===== src/rtl/ptmr_pkg.sv =====
package ptmr_pkg;

    typedef enum logic [2:0] {
        ST_FREE,
        ST_PWM_HI,
        ST_PWM_LO,
        ST_OPM_IDLE,
        ST_OPM_PULSE
    } ptmr_state_e;

    typedef struct packed {
        logic       oc1_en;
        logic       oc2_en;
        logic       one_shot;
        logic       pwm_on;
        logic [1:0] clk_sel;
        logic       cap2_rise;
        logic       ext_rise;
    } ptmr_ctrl_t;

    localparam logic [1:0] CS_DIV4 = 2'b00;
    localparam logic [1:0] CS_DIV2 = 2'b01;
    localparam logic [1:0] CS_DIV8 = 2'b10;
    localparam logic [1:0] CS_EXT  = 2'b11;

    localparam logic [1:0] SEL_CTRL = 2'd0;
    localparam logic [1:0] SEL_CMP1 = 2'd1;
    localparam logic [1:0] SEL_CMP2 = 2'd2;

endpackage


===== src/rtl/ptmr_sync_edge.sv =====
module ptmr_sync_edge #(
    parameter int SYNC_STAGES = 2
) (
    input  logic clk,
    input  logic rst_n,
    input  logic pin_i,
    input  logic rise_sel_i,
    output logic edge_o
);
    localparam int DEPTH = SYNC_STAGES + 1;

    logic [DEPTH-1:0] shift_q;

    always_ff @(posedge clk or negedge rst_n) begin
        if (!rst_n) begin
            shift_q <= '0;
        end else begin
            shift_q <= {shift_q[DEPTH-2:0], pin_i};
        end
    end

    logic now_lvl, old_lvl;
    assign now_lvl = shift_q[SYNC_STAGES-1];
    assign old_lvl = shift_q[SYNC_STAGES];

    always_comb begin
        if (rise_sel_i) edge_o = now_lvl & ~old_lvl;
        else            edge_o = ~now_lvl & old_lvl;
    end
endmodule


===== src/rtl/ptmr_tick_gen.sv =====
module ptmr_tick_gen
    import ptmr_pkg::*;
#(
    parameter int DIV_QUARTER = 4,
    parameter int DIV_HALF    = 2,
    parameter int DIV_EIGHTH  = 8,
    parameter int SYNC_STAGES = 2
) (
    input  logic       clk,
    input  logic       rst_n,
    input  logic [1:0] clk_sel_i,
    input  logic       phase_rst_i,
    input  logic       ext_pin_i,
    input  logic       ext_rise_i,
    output logic       tick_o
);
    localparam int DIV_MAX = (DIV_EIGHTH > DIV_QUARTER) ?
                             ((DIV_EIGHTH > DIV_HALF) ? DIV_EIGHTH : DIV_HALF) :
                             ((DIV_QUARTER > DIV_HALF) ? DIV_QUARTER : DIV_HALF);
    localparam int DIV_W = (DIV_MAX > 2) ? $clog2(DIV_MAX) : 1;
    localparam logic [DIV_W-1:0] LIM_Q = DIV_W'(DIV_QUARTER - 1);
    localparam logic [DIV_W-1:0] LIM_H = DIV_W'(DIV_HALF - 1);
    localparam logic [DIV_W-1:0] LIM_E = DIV_W'(DIV_EIGHTH - 1);

    logic [DIV_W-1:0] div_q;
    logic [DIV_W-1:0] limit;
    logic             ext_edge;
    logic             use_ext;

    ptmr_sync_edge #(.SYNC_STAGES(SYNC_STAGES)) u_ext_sync (
        .clk        (clk),
        .rst_n      (rst_n),
        .pin_i      (ext_pin_i),
        .rise_sel_i (ext_rise_i),
        .edge_o     (ext_edge)
    );

    always_comb begin
        use_ext = 1'b0;
        limit   = LIM_Q;
        unique case (clk_sel_i)
            CS_DIV4: limit = LIM_Q;
            CS_DIV2: limit = LIM_H;
            CS_DIV8: limit = LIM_E;
            CS_EXT:  use_ext = 1'b1;
        endcase
    end

    assign tick_o = use_ext ? ext_edge : (div_q == limit);

    always_ff @(posedge clk or negedge rst_n) begin
        if (!rst_n) begin
            div_q <= '0;
        end else if (phase_rst_i || use_ext || (div_q == limit)) begin
            div_q <= '0;
        end else begin
            div_q <= div_q + DIV_W'(1);
        end
    end
endmodule


===== src/rtl/ptmr_mode_fsm.sv =====
module ptmr_mode_fsm
    import ptmr_pkg::*;
#(
    parameter int CW = 16
) (
    input  logic          clk,
    input  logic          rst_n,
    input  logic          tick_i,
    input  logic          pwm_i,
    input  logic          opm_i,
    input  logic          trig_i,
    input  logic [CW-1:0] cmp1_i,
    input  logic [CW-1:0] cmp2_i,
    output logic [CW-1:0] cnt_o,
    output ptmr_state_e   state_o,
    output logic          wave_o,
    output logic          wave_sel_o,
    output logic          restart_o
);
    ptmr_state_e   st_q, st_d;
    logic [CW-1:0] cnt_q, cnt_d;
    logic [CW-1:0] cnt_inc;

    assign cnt_inc = tick_i ? (cnt_q + CW'(1)) : cnt_q;

    // State register
    always_ff @(posedge clk or negedge rst_n) begin
        if (!rst_n) begin
            st_q  <= ST_FREE;
            cnt_q <= '0;
        end else begin
            st_q  <= st_d;
            cnt_q <= cnt_d;
        end
    end

    // Next state and counter
    always_comb begin
        st_d      = st_q;
        cnt_d     = cnt_inc;
        restart_o = 1'b0;
        unique case (st_q)
            ST_FREE: begin
                if (pwm_i) begin
                    st_d = ST_PWM_HI; cnt_d = '0; restart_o = 1'b1;
                end else if (opm_i) begin
                    st_d = ST_OPM_IDLE;
                end
            end
            ST_PWM_HI: begin
                if (!pwm_i) begin
                    st_d = opm_i ? ST_OPM_IDLE : ST_FREE;
                end else if (tick_i && cnt_q == cmp2_i) begin
                    cnt_d = '0;
                end else if (tick_i && cnt_q == cmp1_i) begin
                    st_d = ST_PWM_LO;
                end
            end
            ST_PWM_LO: begin
                if (!pwm_i) begin
                    st_d = opm_i ? ST_OPM_IDLE : ST_FREE;
                end else if (tick_i && cnt_q == cmp2_i) begin
                    st_d = ST_PWM_HI; cnt_d = '0;
                end
            end
            ST_OPM_IDLE: begin
                if (pwm_i) begin
                    st_d = ST_PWM_HI; cnt_d = '0; restart_o = 1'b1;
                end else if (!opm_i) begin
                    st_d = ST_FREE;
                end else if (trig_i) begin
                    st_d = ST_OPM_PULSE; cnt_d = '0; restart_o = 1'b1;
                end
            end
            ST_OPM_PULSE: begin
                if (pwm_i) begin
                    st_d = ST_PWM_HI; cnt_d = '0; restart_o = 1'b1;
                end else if (!opm_i) begin
                    st_d = ST_FREE;
                end else if (tick_i && cnt_q == cmp1_i) begin
                    st_d = ST_OPM_IDLE;
                end
            end
            default: st_d = ST_FREE;
        endcase
    end

    // Outputs
    always_comb begin
        wave_o     = (st_q == ST_PWM_HI) || (st_q == ST_OPM_PULSE);
        wave_sel_o = (st_q != ST_FREE);
        cnt_o      = cnt_q;
        state_o    = st_q;
    end
endmodule


===== src/rtl/pulse_timer16.sv =====
module pulse_timer16
    import ptmr_pkg::*;
#(
    parameter int CW          = 16,
    parameter int SYNC_STAGES = 2
) (
    input  logic          clk,
    input  logic          rst_n,
    input  logic          wr_en,
    input  logic [1:0]    wr_sel,
    input  logic [CW-1:0] wr_data,
    input  logic [1:0]    flag_clr,
    input  logic          ext_clk,
    input  logic          cap1_pin,
    input  logic          cap1_rise,
    input  logic          cap2_pin,
    output logic          cmp1_out,
    output logic          cmp1_oe,
    output logic          cmp2_out,
    output logic          cmp2_oe,
    output logic [CW-1:0] cnt_val,
    output logic [CW-1:0] cap1_val,
    output logic [CW-1:0] cap2_val,
    output logic [1:0]    cmp_flag
);
    localparam int NCH = 2;

    ptmr_ctrl_t    ctrl_q;
    logic [CW-1:0] cmp1_q, cmp2_q;
    logic          ctrl_wr;
    logic          cnt_tick;
    logic          fsm_restart;
    logic          wave1, wave_sel;
    ptmr_state_e   fsm_state;
    logic [CW-1:0] cnt_q;

    logic [NCH-1:0]         cap_pins, cap_rise_sel, cap_edge, match, flag_bus, tgl_bus;
    logic [NCH-1:0][CW-1:0] cmp_bus, cap_bus;

    assign ctrl_wr = wr_en && (wr_sel == SEL_CTRL);

    always_ff @(posedge clk or negedge rst_n) begin
        if (!rst_n) begin
            ctrl_q <= '0;
            cmp1_q <= '0;
            cmp2_q <= '0;
        end else if (wr_en) begin
            unique case (wr_sel)
                SEL_CTRL: ctrl_q <= ptmr_ctrl_t'(wr_data[7:0]);
                SEL_CMP1: cmp1_q <= wr_data;
                SEL_CMP2: cmp2_q <= wr_data;
                default:  ;
            endcase
        end
    end

    ptmr_tick_gen #(.SYNC_STAGES(SYNC_STAGES)) u_tick (
        .clk         (clk),
        .rst_n       (rst_n),
        .clk_sel_i   (ctrl_q.clk_sel),
        .phase_rst_i (fsm_restart | ctrl_wr),
        .ext_pin_i   (ext_clk),
        .ext_rise_i  (ctrl_q.ext_rise),
        .tick_o      (cnt_tick)
    );

    assign cap_pins     = {cap2_pin, cap1_pin};
    assign cap_rise_sel = {ctrl_q.cap2_rise, cap1_rise};
    assign cmp_bus      = {cmp2_q, cmp1_q};

    ptmr_mode_fsm #(.CW(CW)) u_fsm (
        .clk        (clk),
        .rst_n      (rst_n),
        .tick_i     (cnt_tick),
        .pwm_i      (ctrl_q.pwm_on),
        .opm_i      (ctrl_q.one_shot),
        .trig_i     (cap_edge[0]),
        .cmp1_i     (cmp1_q),
        .cmp2_i     (cmp2_q),
        .cnt_o      (cnt_q),
        .state_o    (fsm_state),
        .wave_o     (wave1),
        .wave_sel_o (wave_sel),
        .restart_o  (fsm_restart)
    );

    for (genvar g = 0; g < NCH; g++) begin : g_chan
        logic [CW-1:0] cap_r;
        logic          flag_r;
        logic          tgl_r;

        ptmr_sync_edge #(.SYNC_STAGES(SYNC_STAGES)) u_cap_sync (
            .clk        (clk),
            .rst_n      (rst_n),
            .pin_i      (cap_pins[g]),
            .rise_sel_i (cap_rise_sel[g]),
            .edge_o     (cap_edge[g])
        );

        assign match[g] = cnt_tick && (cnt_q == cmp_bus[g]);

        always_ff @(posedge clk or negedge rst_n) begin
            if (!rst_n) begin
                cap_r  <= '0;
                flag_r <= 1'b0;
                tgl_r  <= 1'b0;
            end else begin
                if (cap_edge[g]) cap_r <= cnt_q;
                flag_r <= match[g] | (flag_r & ~flag_clr[g]);
                if (match[g]) tgl_r <= ~tgl_r;
            end
        end

        assign cap_bus[g]  = cap_r;
        assign flag_bus[g] = flag_r;
        assign tgl_bus[g]  = tgl_r;
    end

    assign cmp1_oe  = ctrl_q.oc1_en;
    assign cmp2_oe  = ctrl_q.oc2_en;
    assign cmp1_out = ctrl_q.oc1_en & (wave_sel ? wave1 : tgl_bus[0]);
    assign cmp2_out = ctrl_q.oc2_en & tgl_bus[1];
    assign cnt_val  = cnt_q;
    assign cap1_val = cap_bus[0];
    assign cap2_val = cap_bus[1];
    assign cmp_flag = flag_bus;
endmodule


===== config.mk =====
export PLATFORM = sky130hd
export DESIGN_NAME = pulse_timer16
export DESIGN_NICKNAME = d
export VERILOG_FILES = /design/src/rtl/ptmr_pkg.sv /design/src/rtl/ptmr_sync_edge.sv /design/src/rtl/ptmr_tick_gen.sv /design/src/rtl/ptmr_mode_fsm.sv /design/src/rtl/pulse_timer16.sv
export SDC_FILE = /design/constraint.sdc
export NUM_CORES = 1
export LEC_CHECK = 0
export BUFFER_PORTS_ARGS = -buffer_cell sky130_fd_sc_hd__buf_4
export CAP_MARGIN = 40
export CORE_ASPECT_RATIO = 1.75
export CORE_MARGIN = 4
export CORE_UTILIZATION = 61
export CTS_CLUSTER_DIAMETER = 80
export DETAILED_ROUTE_END_ITERATION = 10
export GPL_TIMING_DRIVEN = 0
export PLACE_DENSITY = 0.83
export SKIP_CTS_REPAIR_TIMING = 1
export SYNTH_ARGS = -nofsm -noshare
export SYNTH_HDL_FRONTEND = slang
export SYNTH_HIERARCHICAL = 1
export SYNTH_SLANG_ARGS = --single-unit

===== constraint.sdc =====
create_clock -name clk -period 3.9 [get_ports clk]
set_clock_uncertainty 0.05 [all_clocks]
set_input_delay 0.195 -clock clk [delete_from_list [all_inputs] [get_ports clk]]
set_output_delay 0.195 -clock clk [all_outputs]
set_load 0.01 [all_outputs]

==> results.md <==
- Critical Path, Cell by Cell: nor3b_1, nand2b_1, a31oi_1, buf_2, and4_1, nand3_1, nor3_1, xnor2_1, nor2_1
- Final hold viol count: 0
- Number of synthesis warnings: 6
- Setup TNS: 0 ns
- CP max FO: 8
- Final period utilization: 68.7%
- CTS tree: done
- Setup Crit Path Kind: flip-flop to flip-flop
- Power share of the combinational group: between 20 and 30%
- Final hold slack: 0.0336 ns
- Synth area leader: dfrtp_1
- Starting Density: 62.8%
- Startpoint Class: flip-flop
- Via count: 3533
- Core ar.: 0.00837 mm^2
- Asr flop ratio synth: 100%
- Max incr delay on CP: approximately 0.44 ns
- Sw frac: 31.8%
- Routability congestion estimate: 0.941
- Syn Inst Count: roughly 430
- Most frequent cells in the layout: dfrtp_1 (107), buf_4 (84), mux2_2 (72)
- Post-synth EDFFs: 0
- VDD IR max: 0.416 mV
- P_leak: 0.00294 uW
- Grt ovf: 0
- H-tree Lvls: 3
- Die area: 0.0102 mm^2
- Hold Crit Endpoint: cmp1_q[9]$_DFFE_PN0P_
- Startpoint of the worst hold path: wr_data[9]
- Post-DRT Antenna Nets: 0
- I/O pin cnt: 81
- Max-slew headroom: 49.9%
- Area after DPL: 0.00603 mm^2
- Power per standard cell area: 508 mW/mm^2
- Crit Reg-Reg Endpoint: u_fsm/cnt_o[15]$_DFF_PN0_
- Clock Sinks: 107
- Average size of a mapped cell: roughly 12 um^2
- GRT Total Usage: 23.9%
- CTS max path bufs: 2
- CTS Buf Count: 9
- WP data arrival: 2.87 ns
- Max Freq: 0.373 GHz
- R2R setup slack: roughly 1.2 ns
- Met3 usage in global routing: 4.53%
- IO buf count: 80
- Sw power: slightly above 1000 uW
- Via-per-instance ratio: 5.47
- Slowest CP cell: dfrtp_1
- DIE HEIGHT: 131 um
- Nets: 555
- Sequential cell area: 0.00268 mm^2
- RSZ-0062 raised after global routing: false
- Req. time, crit path: 4.09 ns
- Root Buffer: clkbuf_16
- M1 GR Usage: 26.7%
- Antenna violations before repair: 0
- Commonest non-fill, non-tap cell in the layout: dfrtp_1
- Drt drc: 0
- Layout cells sized above 1: 38.2%
- Worst setup EP type: flip-flop
- Multi-input gate area: 0.00239 mm^2
- Synth-to-layout area growth: 21.4%
- Layout fillers: about 600
- Slew Limit Fails: 0
- Status: completed
- RR Startpoint: u_tick/div_q[2]$_DFF_PN0_
- Largest delay contributor family on the critical path: simple AND/OR/NAND/NOR gates
- Worst-Margin Slew: 0.751 ns
- Hpwl dp: 8670 um
- Max Cap Viol: 0
- Minimum clock period: 2.68 ns
- Clk slew on worst S/H paths: 0.07 ns
- Internal: about 2200 uW
- DR WL/cell: 18.0 um
- Hold path cells: 2
- Busiest grt layer: met2
- Synth Register Bits: 107
- Largest net degree at the start of global routing: just over 60
- Number of antenna diodes: 0
- Initial DRT Pass Iterations: 4
- Yosys top cell area share: 50.9%
- Reg2Reg Depth: 9
- Reg power frac: 44.7%
- CP bufs+invs: 1
- Clk_lat worst skew: 0.35 ns
- Vias in the first global route: between 3000 and 4000
- Clock share of power: between 20 and 30%
- Std-Cell Rows: 44
- Syn nets: 457
- Synth cell types: 47
- Total routed wirelength: 11600 um
- Worst hold-check path type: primary input to flip-flop
- Synth top area cells: dfrtp_1 (51%), mux2_2 (15%), xnor2_1 (9.0%)
- Final setup violating endpoints: 0
- Mapped Area: approximately 0.0053 mm^2
- Primary FF master, synth: dfrtp_1
- Seq/Total Area, Yosys: 50.9%
- Final Cell Area: 0.00638 mm^2
- Starting DRT DRC Count: ~220
- First-pass GRT wire length: 18600 um
- Die X: 78.2 um
- Met2 Usage GRT: 44.3%
[worst register-to-register path, stage by stage, from the launching register on]
cell	delay, ns
dfrtp_1	0.44
nor3b_1	0.29
nand2b_1	0.10
a31oi_1	0.41
buf_2	0.30
and4_1	0.29
nand3_1	0.23
nor3_1	0.27
xnor2_1	0.14
nor2_1	0.05
[worst max-delay path by stage]
stage	start	to	slack, ns	cells past startpoint
final	u_tick/div_q[2]$_DFF_PN0_	u_fsm/cnt_o[15]$_DFF_PN0_	1.22	9
after global routing	u_tick/div_q[2]$_DFF_PN0_	u_fsm/cnt_o[15]$_DFF_PN0_	1.07	9
after CTS	u_tick/div_q[2]$_DFF_PN0_	u_fsm/cnt_o[15]$_DFF_PN0_	1.28	9
after detailed placement	u_tick/div_q[2]$_DFF_PN0_	u_fsm/cnt_o[15]$_DFF_PN0_	1.32	9
after global placement	u_tick/div_q[2]$_DFF_PN0_	u_fsm/cnt_o[15]$_DFF_PN0_	1.43	9
after floorplan	u_tick/div_q[2]$_DFF_PN0_	u_fsm/cnt_o[15]$_DFF_PN0_	1.79	9
[logic make-up (layout without fill, tap and decap cells)]
kind of cell             Yosys count  count (layout)  share of synthesized area [%]
AND/OR/NAND/NOR                  103             103                           11.2
multiplexers                      74              74                           15.8
AO/OA/AOI/OAI                     29              29                           4.05
adder cells (fa/ha/maj)            2               2                          0.476
flip-flops                       107             107                           50.9
buffers and inverters             29             132                           3.59
XOR/XNOR                          84              84                           14.0
[state kept, by name (all words and copies together) (netlist names), 2 cells and up]
name	cells
ctrl_q	5
cmp2_q	16
u_fsm/state_o	3
u_tick/u_ext_sync/shift_q	3
cmp1_q	16
cap1_val	16
g_chan.flag_r	2
u_tick/div_q	3
u_fsm/cnt_o	16
cap2_val	16
g_chan.tgl_r	2
g_chan.u_cap_sync/shift_q	6
[layer usage]
metal	vias to the layer above	part of all wire, %
li1	1666	-
met4	0	2.5
met1	1767	38
met5	-	0
met3	21	3.2
met2	79	56
[stage by stage]
step / setup WS [ns] / utilization, % / total power (uW) / instances
after floorplan: 1.79 / - / 2060 / 428
after global placement: 1.43 / 71.7 / 2310 / 623
after detailed placement: 1.32 / 72.1 / 2360 / 624
after CTS: 1.28 / 75.6 / 3260 / 640
after global routing: 1.07 / 76.3 / 3410 / 646
final: 1.22 / 76.3 / 3240 / 646
[power groups by stage]
| stage | registers (uW) | clock network [uW] | logic, uW |
|---|---|---|---|
| CTS | 1450 | 902 | 907 |
| global route | 1470 | 952 | 993 |
| floorplan | 1440 | 0 | 620 |
| global placement | 1460 | 0 | 855 |
| detailed placement | 1470 | 0 | 898 |
| finish | 1450 | 884 | 908 |
[area by class of cell]
class,instances,area share (%)
timing repair buffer,87,10.8
buffer,21,2.49
tap,115,2.25
multi-input combinational,292,37.4
sequential,107,41.9
clock inverter,6,0.882
clock buffer,10,3.74
inverter,8,0.470
[cells in the mapped netlist (3+ instances only)]
| library cell | number |
|---|---|
| buf_6 | 6 |
| o21ai_0 | 9 |
| nor2_1 | 24 |
| nand4_1 | 13 |
| nand3b_1 | 4 |
| xnor2_1 | 54 |
| buf_2 | 7 |
| nand2b_1 | 5 |
| buf_4 | 4 |
| dfrtp_1 | 107 |
| xor2_1 | 30 |
| inv_1 | 8 |
| a21oi_1 | 4 |
| nor4_1 | 7 |
| a31oi_1 | 3 |
| mux2_2 | 72 |
| nand3_1 | 10 |
| nand2_1 | 13 |
| nor3_1 | 6 |
| nor2b_1 | 4 |
| o21ai_2 | 4 |
(Power assumes the default switching activity.)
